<file path="src/rtl/otp_line_pkg.sv">
package otp_line_pkg;

  localparam int BEAT_W     = 32;
  localparam int LINE_BEATS = 8;
  localparam int SLOT_W     = 3;
  localparam int CNT_W      = 4;
  localparam int PAD_W      = 128;
  localparam int LINE_BYTES = 32;
  localparam int LINE_SHIFT = 5;

  typedef enum logic [1:0] {
    S_IDLE  = 2'd0,
    S_LOOK  = 2'd1,
    S_ISSUE = 2'd2,
    S_RUN   = 2'd3
  } txn_state_t;

  // mask of the n lowest bits of a 128-bit word
  function automatic logic [127:0] low_mask(input int n);
    if (n <= 0)   return '0;
    if (n >= 128) return '1;
    return (128'd1 << n) - 128'd1;
  endfunction

  // seed = timestamp on top, line address below it, padding in the rest
  function automatic logic [127:0] build_seed(input logic [63:0] ts, input int ts_w,
                                              input logic [63:0] addr, input int a_w,
                                              input logic [127:0] rv);
    int rv_w;
    logic [127:0] t;
    logic [127:0] a;
    rv_w = 128 - ts_w - a_w;
    t = {64'd0, ts} & low_mask(ts_w);
    a = {64'd0, addr} & low_mask(a_w);
    return (rv & low_mask(rv_w)) | (a << rv_w) | (t << (rv_w + a_w));
  endfunction

  // pad word used for a beat: same 128-bit pad for both line halves
  function automatic logic [31:0] pad_word(input logic [127:0] pad, input logic [1:0] sel);
    case (sel)
      2'd0:    return pad[31:0];
      2'd1:    return pad[63:32];
      2'd2:    return pad[95:64];
      default: return pad[127:96];
    endcase
  endfunction

endpackage

</file>
<file path="src/rtl/otp_ts_table.sv">
module otp_ts_table #(
  parameter int LINES = 16,
  parameter int TS_W  = 32,
  localparam int IDX_W = (LINES > 1) ? $clog2(LINES) : 1
) (
  input  logic             clk,
  input  logic             rst_n,
  input  logic [IDX_W-1:0] rd_idx,
  output logic [TS_W-1:0]  rd_data,
  input  logic             wr_en,
  input  logic [IDX_W-1:0] wr_idx,
  input  logic [TS_W-1:0]  wr_data
);

  logic [TS_W-1:0] stamp [LINES];

  assign rd_data = stamp[rd_idx];

  always_ff @(posedge clk) begin
    if (!rst_n) begin
      for (int i = 0; i < LINES; i++) stamp[i] <= '0;
    end else if (wr_en) begin
      stamp[wr_idx] <= wr_data;
    end
  end

  // a stored timestamp is exactly one above what the same entry held
  a_r1_ts_bump: assert property (@(posedge clk) disable iff (!rst_n)
    wr_en |-> (wr_idx == rd_idx) && (wr_data == rd_data + TS_W'(1)));

endmodule

</file>
<file path="src/rtl/otp_beat_buffer.sv">
module otp_beat_buffer
  import otp_line_pkg::*;
(
  input  logic              clk,
  input  logic              rst_n,
  input  logic              clear,
  input  logic              in_valid,
  input  logic [BEAT_W-1:0] in_data,
  input  logic              pad_valid,
  input  logic [PAD_W-1:0]  pad_in,
  output logic              out_valid,
  output logic [BEAT_W-1:0] out_data,
  output logic              pad_known,
  output logic              all_out
);

  logic [BEAT_W-1:0] slot [LINE_BEATS];
  logic [CNT_W-1:0]  in_cnt;
  logic [CNT_W-1:0]  out_cnt;
  logic [PAD_W-1:0]  pad_q;
  logic              take_in;
  logic              emit;

  assign take_in = in_valid && (in_cnt < CNT_W'(LINE_BEATS));
  assign emit    = pad_known && (out_cnt < in_cnt);
  assign all_out = (out_cnt == CNT_W'(LINE_BEATS));

  always_ff @(posedge clk) begin
    if (take_in) slot[in_cnt[SLOT_W-1:0]] <= in_data;
  end

  always_ff @(posedge clk) begin
    if (!rst_n) begin
      in_cnt    <= '0;
      out_cnt   <= '0;
      pad_known <= 1'b0;
      pad_q     <= '0;
      out_valid <= 1'b0;
      out_data  <= '0;
    end else if (clear) begin
      in_cnt    <= '0;
      out_cnt   <= '0;
      pad_known <= 1'b0;
      out_valid <= 1'b0;
    end else begin
      if (take_in) in_cnt <= in_cnt + CNT_W'(1);
      if (pad_valid && !pad_known) begin
        pad_known <= 1'b1;
        pad_q     <= pad_in;
      end
      out_valid <= emit;
      if (emit) begin
        out_data <= slot[out_cnt[SLOT_W-1:0]] ^ pad_word(pad_q, out_cnt[1:0]);
        out_cnt  <= out_cnt + CNT_W'(1);
      end
    end
  end

  // a beat only leaves once a pad has been captured
  a_r7_pad_before_beat: assert property (@(posedge clk) disable iff (!rst_n)
    out_valid |-> pad_known);

  // never more than one line in, never more out than in
  a_r8_beat_bound: assert property (@(posedge clk) disable iff (!rst_n)
    (in_cnt <= CNT_W'(LINE_BEATS)) && (out_cnt <= in_cnt));

endmodule

</file>
<file path="src/rtl/otp_line_crypt.sv">
module otp_line_crypt
  import otp_line_pkg::*;
#(
  parameter int           AW       = 32,
  parameter int           TS_W     = 32,
  parameter int           TS_LINES = 16,
  parameter logic [127:0] PAD_RV   = 128'h3C6E_F372_A54F_F53A_510E_527F_9B05_688C,
  localparam int          IDX_W    = (TS_LINES > 1) ? $clog2(TS_LINES) : 1
) (
  input  logic              clk,
  input  logic              rst_n,
  input  logic [AW-1:0]     rw_base,
  input  logic              c_req,
  input  logic              c_write,
  input  logic [AW-1:0]     c_addr,
  input  logic              c_wvalid,
  input  logic [BEAT_W-1:0] c_wdata,
  output logic              c_busy,
  output logic              c_done,
  output logic              c_rvalid,
  output logic [BEAT_W-1:0] c_rdata,
  output logic              m_start,
  output logic              m_we,
  output logic [AW-1:0]     m_addr,
  output logic              m_wvalid,
  output logic [BEAT_W-1:0] m_wdata,
  input  logic              m_rvalid,
  input  logic [BEAT_W-1:0] m_rdata,
  input  logic              m_done,
  output logic              p_req,
  output logic [PAD_W-1:0]  p_seed,
  input  logic              p_valid,
  input  logic [PAD_W-1:0]  p_pad,
  output logic              ts_wrap
);

  localparam logic [AW-1:0] LINE_MASK = AW'(LINE_BYTES - 1);
  localparam logic [AW-1:0] LINES_AW  = AW'(TS_LINES);

  txn_state_t        state;
  logic [AW-1:0]     addr_q;
  logic              we_q;
  logic [TS_W-1:0]   ts_q;
  logic              mdone_seen;
  logic              done_q;
  logic              wrap_q;

  logic [AW-1:0]     off_lines;
  logic              rw_hit;
  logic [IDX_W-1:0]  ts_idx;
  logic [TS_W-1:0]   ts_rd;
  logic [TS_W-1:0]   ts_next;
  logic              ts_wr_en;

  logic              buf_clear;
  logic              buf_in_valid;
  logic [BEAT_W-1:0] buf_in_data;
  logic              pad_take;
  logic              out_valid;
  logic [BEAT_W-1:0] out_data;
  logic              pad_known;
  logic              all_out;
  logic              finish;

  // region decode and table index
  always_comb begin
    off_lines = (addr_q - rw_base) >> LINE_SHIFT;
    rw_hit    = (addr_q >= rw_base) && (off_lines < LINES_AW);
    ts_idx    = off_lines[IDX_W-1:0];
  end

  assign ts_next  = ts_rd + TS_W'(1);
  assign ts_wr_en = (state == S_LOOK) && we_q && rw_hit;

  otp_ts_table #(.LINES(TS_LINES), .TS_W(TS_W)) u_table (
    .clk     (clk),
    .rst_n   (rst_n),
    .rd_idx  (ts_idx),
    .rd_data (ts_rd),
    .wr_en   (ts_wr_en),
    .wr_idx  (ts_idx),
    .wr_data (ts_next)
  );

  // beat path shared by both directions
  assign buf_clear    = (state == S_IDLE) && c_req;
  assign buf_in_valid = (state != S_IDLE) && (we_q ? c_wvalid : m_rvalid);
  assign buf_in_data  = we_q ? c_wdata : m_rdata;
  assign pad_take     = p_valid && ((state == S_ISSUE) || (state == S_RUN));

  otp_beat_buffer u_beats (
    .clk       (clk),
    .rst_n     (rst_n),
    .clear     (buf_clear),
    .in_valid  (buf_in_valid),
    .in_data   (buf_in_data),
    .pad_valid (pad_take),
    .pad_in    (p_pad),
    .out_valid (out_valid),
    .out_data  (out_data),
    .pad_known (pad_known),
    .all_out   (all_out)
  );

  assign finish = (state == S_RUN) && all_out && (mdone_seen || m_done);

  always_ff @(posedge clk) begin
    if (!rst_n) begin
      state      <= S_IDLE;
      addr_q     <= '0;
      we_q       <= 1'b0;
      ts_q       <= '0;
      mdone_seen <= 1'b0;
      done_q     <= 1'b0;
      wrap_q     <= 1'b0;
    end else begin
      done_q <= 1'b0;
      wrap_q <= 1'b0;
      case (state)
        S_IDLE: if (c_req) begin
          addr_q     <= c_addr & ~LINE_MASK;
          we_q       <= c_write;
          mdone_seen <= 1'b0;
          state      <= S_LOOK;
        end
        S_LOOK: begin
          ts_q   <= rw_hit ? (we_q ? ts_next : ts_rd) : '0;
          wrap_q <= ts_wr_en && (ts_next == '0);
          state  <= S_ISSUE;
        end
        S_ISSUE: begin
          if (m_done) mdone_seen <= 1'b1;
          state <= S_RUN;
        end
        S_RUN: begin
          if (m_done) mdone_seen <= 1'b1;
          if (finish) begin
            done_q <= 1'b1;
            state  <= S_IDLE;
          end
        end
        default: state <= S_IDLE;
      endcase
    end
  end

  assign c_busy   = (state != S_IDLE);
  assign c_done   = done_q;
  assign c_rvalid = out_valid && !we_q;
  assign c_rdata  = out_data;
  assign m_wvalid = out_valid && we_q;
  assign m_wdata  = out_data;
  assign m_start  = (state == S_ISSUE);
  assign m_we     = we_q;
  assign m_addr   = addr_q;
  assign p_req    = (state == S_ISSUE);
  assign p_seed   = build_seed(64'(ts_q), TS_W, 64'(addr_q), AW, PAD_RV);
  assign ts_wrap  = wrap_q;

  // pad request and memory start together, right after the lookup
  a_r5_pad_with_fetch: assert property (@(posedge clk) disable iff (!rst_n)
    p_req |-> m_start && $past(state == S_LOOK));

  // a read-only line carries a zero timestamp into the seed
  a_r6_ro_zero_ts: assert property (@(posedge clk) disable iff (!rst_n)
    ((state == S_ISSUE) && !rw_hit) |-> (ts_q == '0));

  // the wrap flag only appears with a zero timestamp
  a_r10_wrap_zero: assert property (@(posedge clk) disable iff (!rst_n)
    ts_wrap |-> (ts_q == '0));

  // completion ends a busy period and lasts one cycle
  a_r9_done_pulse: assert property (@(posedge clk) disable iff (!rst_n)
    c_done |-> !c_busy && $past(c_busy));

  a_r9_done_single: assert property (@(posedge clk) disable iff (!rst_n)
    c_done |=> !c_done);

endmodule

</file>
<file path="config.mk">
export PLATFORM = sky130hd
export DESIGN_NAME = otp_line_crypt
export DESIGN_NICKNAME = d
export VERILOG_FILES = /design/src/rtl/otp_line_pkg.sv /design/src/rtl/otp_ts_table.sv /design/src/rtl/otp_beat_buffer.sv /design/src/rtl/otp_line_crypt.sv
export SDC_FILE = /design/constraint.sdc
export NUM_CORES = 2
export LEC_CHECK = 0
export BUFFER_PORTS_ARGS = -buffer_cell sky130_fd_sc_hd__buf_2
export CORE_MARGIN = 10
export CORE_UTILIZATION = 35
export CTS_CLUSTER_DIAMETER = 80
export CTS_CLUSTER_SIZE = 8
export DETAILED_ROUTE_END_ITERATION = 7
export PLACE_DENSITY_LB_ADDON = 0.3
export SETUP_SLACK_MARGIN = 0.15
export SYNTH_ARGS = -nofsm -noshare
export SYNTH_HDL_FRONTEND = slang
export SYNTH_SLANG_ARGS = --single-unit
</file>
<file path="constraint.sdc">
create_clock -name clk -period 11.7 [get_ports clk]
set_input_delay 1.755 -clock clk [delete_from_list [all_inputs] [get_ports clk]]
set_output_delay 1.755 -clock clk [all_outputs]
set_load 0.005 [all_outputs]
</file>
==> impl_metrics.tcl <==
set metrics [dict create \
    drive_above_1_share_pct 19.5 \
    p_sw_mw 3.62 \
    routed_wl_mm 161 \
    fillers 13100 \
    worstPathMaxFanout 16 \
    rows 136 \
    synth_top_cell_area_share_pct 47.8 \
    clkTransAtPathRegs_ns 0.05 \
    ys_ff_latch 1006 \
    rsz0062_at_grt "no" \
    place_hpwl_mm 99.9 \
    grt_pass1_wl_mm 233 \
    clk_latency_ns 0.78 \
    hp-class "reg -> reg" \
    grt_start_max_net_pins 125 \
    hold_buffers 0 \
    drt_drc_violations_left 0 \
    timing.fmax_mhz 127 \
    cts_sinks 1006 \
    die_x_um 391 \
    power_frac_clock_pct 36.6 \
    synth.yosys.warnings 0 \
    track_usage_pct 20.2 \
    antenna_found_initial 14 \
    wire_per_inst_um 24.7 \
    intPower_mw 7.22 \
    grt_pass1_vias 35200 \
    final-max-slew-violation-count 0 \
    grt_overflow_total 0 \
    whs_ns 0.452 \
    synthArstFlopShare_pct 0 \
    yosys.area_share.simple_pct 16.0 \
    port_buffers 416 \
    vdd_drop_max_mv 0.123 \
    synth_top_family_by_area "simple AND/OR/NAND/NOR gates" \
    ys_seq_area_share_pct 57.7 \
    stdcell_area_sq_um 55800 \
    core_sq_um 137000 \
    synthMuxAreaShare_pct 7.66 \
    worst_pin_slew_ns 1.20 \
    ant_nets 0 \
    pwr_density_cell_nw_per_um2 194 \
    io_pins 496 \
    power_mw 10.8 \
    synth_cells 4367 \
    synth_xor_area_share_pct 1.85 \
    root_buffer "clkbuf_16" \
    cts_resized 0 \
    seq_power_share_pct 38.3 \
    worst_clock_skew_ns 0.0613 \
    status "finished clean" \
    synthTopCellsByArea "edfxtp_1, dfxtp_1, mux4_2, nor2_1, nand2_1" \
    cts_tree "yes" \
    cap_violations 0 \
    setup_tns_ns 0 \
    num_vias 36300 \
    synth-edff-count 768 \
    clock_path_buffers 3 \
    crit_required_ns 12.19 \
    viasPerCell 5.56 \
    synthAdderAreaFrac_pct 1.06 \
    synth_compound_area_share_pct 9.83 \
    combPwrFrac_pct 25.1 \
    synth_top_area_cell "edfxtp_1" \
    setup_violations 0 \
    switching_share_pct 33.4 \
    gp_congestion 0.837 \
    drtPass1Iterations 6 \
    post_cts_buffers 0 \
    leakage_nw 19.6 \
    cp_data_arrival_time_ns 8.36 \
    syn_area_sq_um 48200 \
    synthToLayoutAreaGrowth_pct 15.6 \
    initialDrtViolationCount 4099 \
    finalHoldViolCount 0 \
    ys_types 96 \
    htreeDepth 4 \
    synthFlopType "edfxtp_1" \
    initial_utilization_pct 35.2 \
    avgSynthCellArea_sq_um 11.0 \
    relSlewSlack_pct 19.4 \
    cts_buffers 144 \
    placed_area_sq_um 51400 \
    fin_nets 4937 \
    multiInputGateArea_sq_um 18200 \
    period_needed_ns 7.87 \
    die-area_sq_um 153000 \
    start_kind "input port" \
    path_class "in -> reg" \
    critPathCaptureType "flop" \
    regArea_sq_um 27800 \
    fin_crit_sh_pct 67.3 \
    fp.dieH_um 391 \
]
==> metal layers <==
layer | global-route usage [%] | vias up | routed length [um]
met3 | 3.73 | 310 | 13400
met1 | 26.4 | 18100 | 64800
met5 | 0 | - | 13
li1 | - | 16200 | -
met4 | 7.96 | 2 | 5300
met2 | 33.0 | 1648 | 77700
==> power groups by stage <==
stage,registers (mW),logic (mW),clock network [mW]
finish,4.15,2.72,3.97
CTS,4.15,2.68,4.02
global route,4.16,2.88,4.17
detailed placement,4.22,2.67,0
global placement,4.21,2.66,0
floorplan,4.18,1.79,0
==> worst paths after layout <==
path	start	end	slack [ns]	cells after the start
min	u_beats.pad_q[35]$_SDFFE_PN0P_	u_beats.pad_q[35]$_SDFFE_PN0P_	0.45	2
min reg2reg	u_beats.pad_q[35]$_SDFFE_PN0P_	u_beats.pad_q[35]$_SDFFE_PN0P_	0.45	2
max	rw_base[6]	u_table.stamp[7][28]$_SDFFCE_PN0P_	3.83	17
max reg2reg	m_addr[6]$_SDFFE_PN0P_	u_table.stamp[7][28]$_SDFFCE_PN0P_	4.53	15
==> cell type report <==
cell class	instances	area share [%]
tap	1794	4.02
inverter	96	0.660
clock inverter	16	0.698
antenna	11	0.0494
clock buffer	225	7.04
multi-input combinational	2879	32.7
timing repair buffer	505	4.94
sequential	1006	49.9
==> registers in the layout, indices dropped and copies added (netlist names), 4 cells and up, named ones only <==
signal and count:
u_beats.out_cnt 4, u_beats.out_data 32, u_table.stamp 512, u_beats.pad_q 128, ts_q 32, m_addr 27, u_beats.in_cnt 4, u_beats.slot 256
==> per-stage QoR <==
stage | std cells | utilization [%] | worst slack (ns)
detailed placement | 6280 | 37.5 | 3.19
CTS | 6521 | 40.6 | 3.98
floorplan | 4439 | - | 4.16
global route | 6531 | 40.7 | 3.64
finish | 6532 | 40.7 | 3.83
global placement | 6280 | 37.5 | 3.27
==> layout by cell type (no fill, tap or decap), types with 17 or more instances in the layout <==
cell type,n
a21oi_1,276
nor2_1,593
a31oi_1,45
mux4_2,103
conb_1,74
clkbuf_1,80
clkbuf_16,145
nor2b_1,29
mux2i_1,78
a22oi_1,54
buf_4,90
dfxtp_1,234
nand2b_1,87
and3_1,57
a222oi_1,34
or2_2,17
nor3_1,104
o21ai_0,75
buf_2,415
nand2_1,543
ha_1,39
xnor2_1,36
a211oi_1,52
mux2_2,50
nand3_1,140
nand4_1,36
inv_1,93
o21ai_4,17
xor2_1,51
nor4_1,51
edfxtp_1,768
a311oi_1,45
==> synth_stat cells, types with 5 or more instances <==
library cell    n
a32o_1         16
nand2b_1       87
xor2_1         51
clkbuf_1      208
buf_1          24
buf_4         151
a31oi_1        45
nand3_1       144
a22oi_1        54
nand4_1        36
o211ai_1       11
mux4_2        103
buf_6           7
xnor2_1        36
mux2i_1        78
buf_2          64
nor4_1         51
dfxtp_1       238
nor2b_1        29
a21oi_1       276
nor2_1        602
a211oi_1       52
and4_1          8
a21o_1         15
a211o_1         5
a221o_1        16
and3_1         57
nand2_1       544
or2_2          17
inv_1          94
mux2_2         50
o21ai_0        92
o22ai_1         6
a311oi_1       45
edfxtp_1      768
o21a_1          9
ha_1           41
nor3_1        111
a222oi_1       34
==> cell families (layout without fill, tap and decap cells) <==
| logic type | Yosys count | in the layout |
|---|---|---|
| flip-flops | 1006 | 1006 |
| adder cells (fa/ha/maj) | 41 | 41 |
| other | 2 | 85 |
| AND/OR/NAND/NOR | 1718 | 1718 |
| AO/OA/AOI/OAI | 720 | 720 |
| multiplexers | 233 | 233 |
| XOR/XNOR | 93 | 93 |
| buffers and inverters | 554 | 842 |
==> critical path: stages <==
cell      delay, ns
buf_2          0.08
inv_1          0.03
ha_1           0.67
a21o_1         0.32
a41o_2         0.32
xnor2_4        0.62
nand3_1        0.77
o32ai_1        0.58
a221o_1        0.35
ha_1           0.32
o21a_1         0.41
and3_1         0.25
nand4_1        0.26
or4b_2         0.72
xor2_1         0.53
nand2b_1       0.28
nor2_1         0.07
Note: power is estimated with default switching activity, not from simulation.
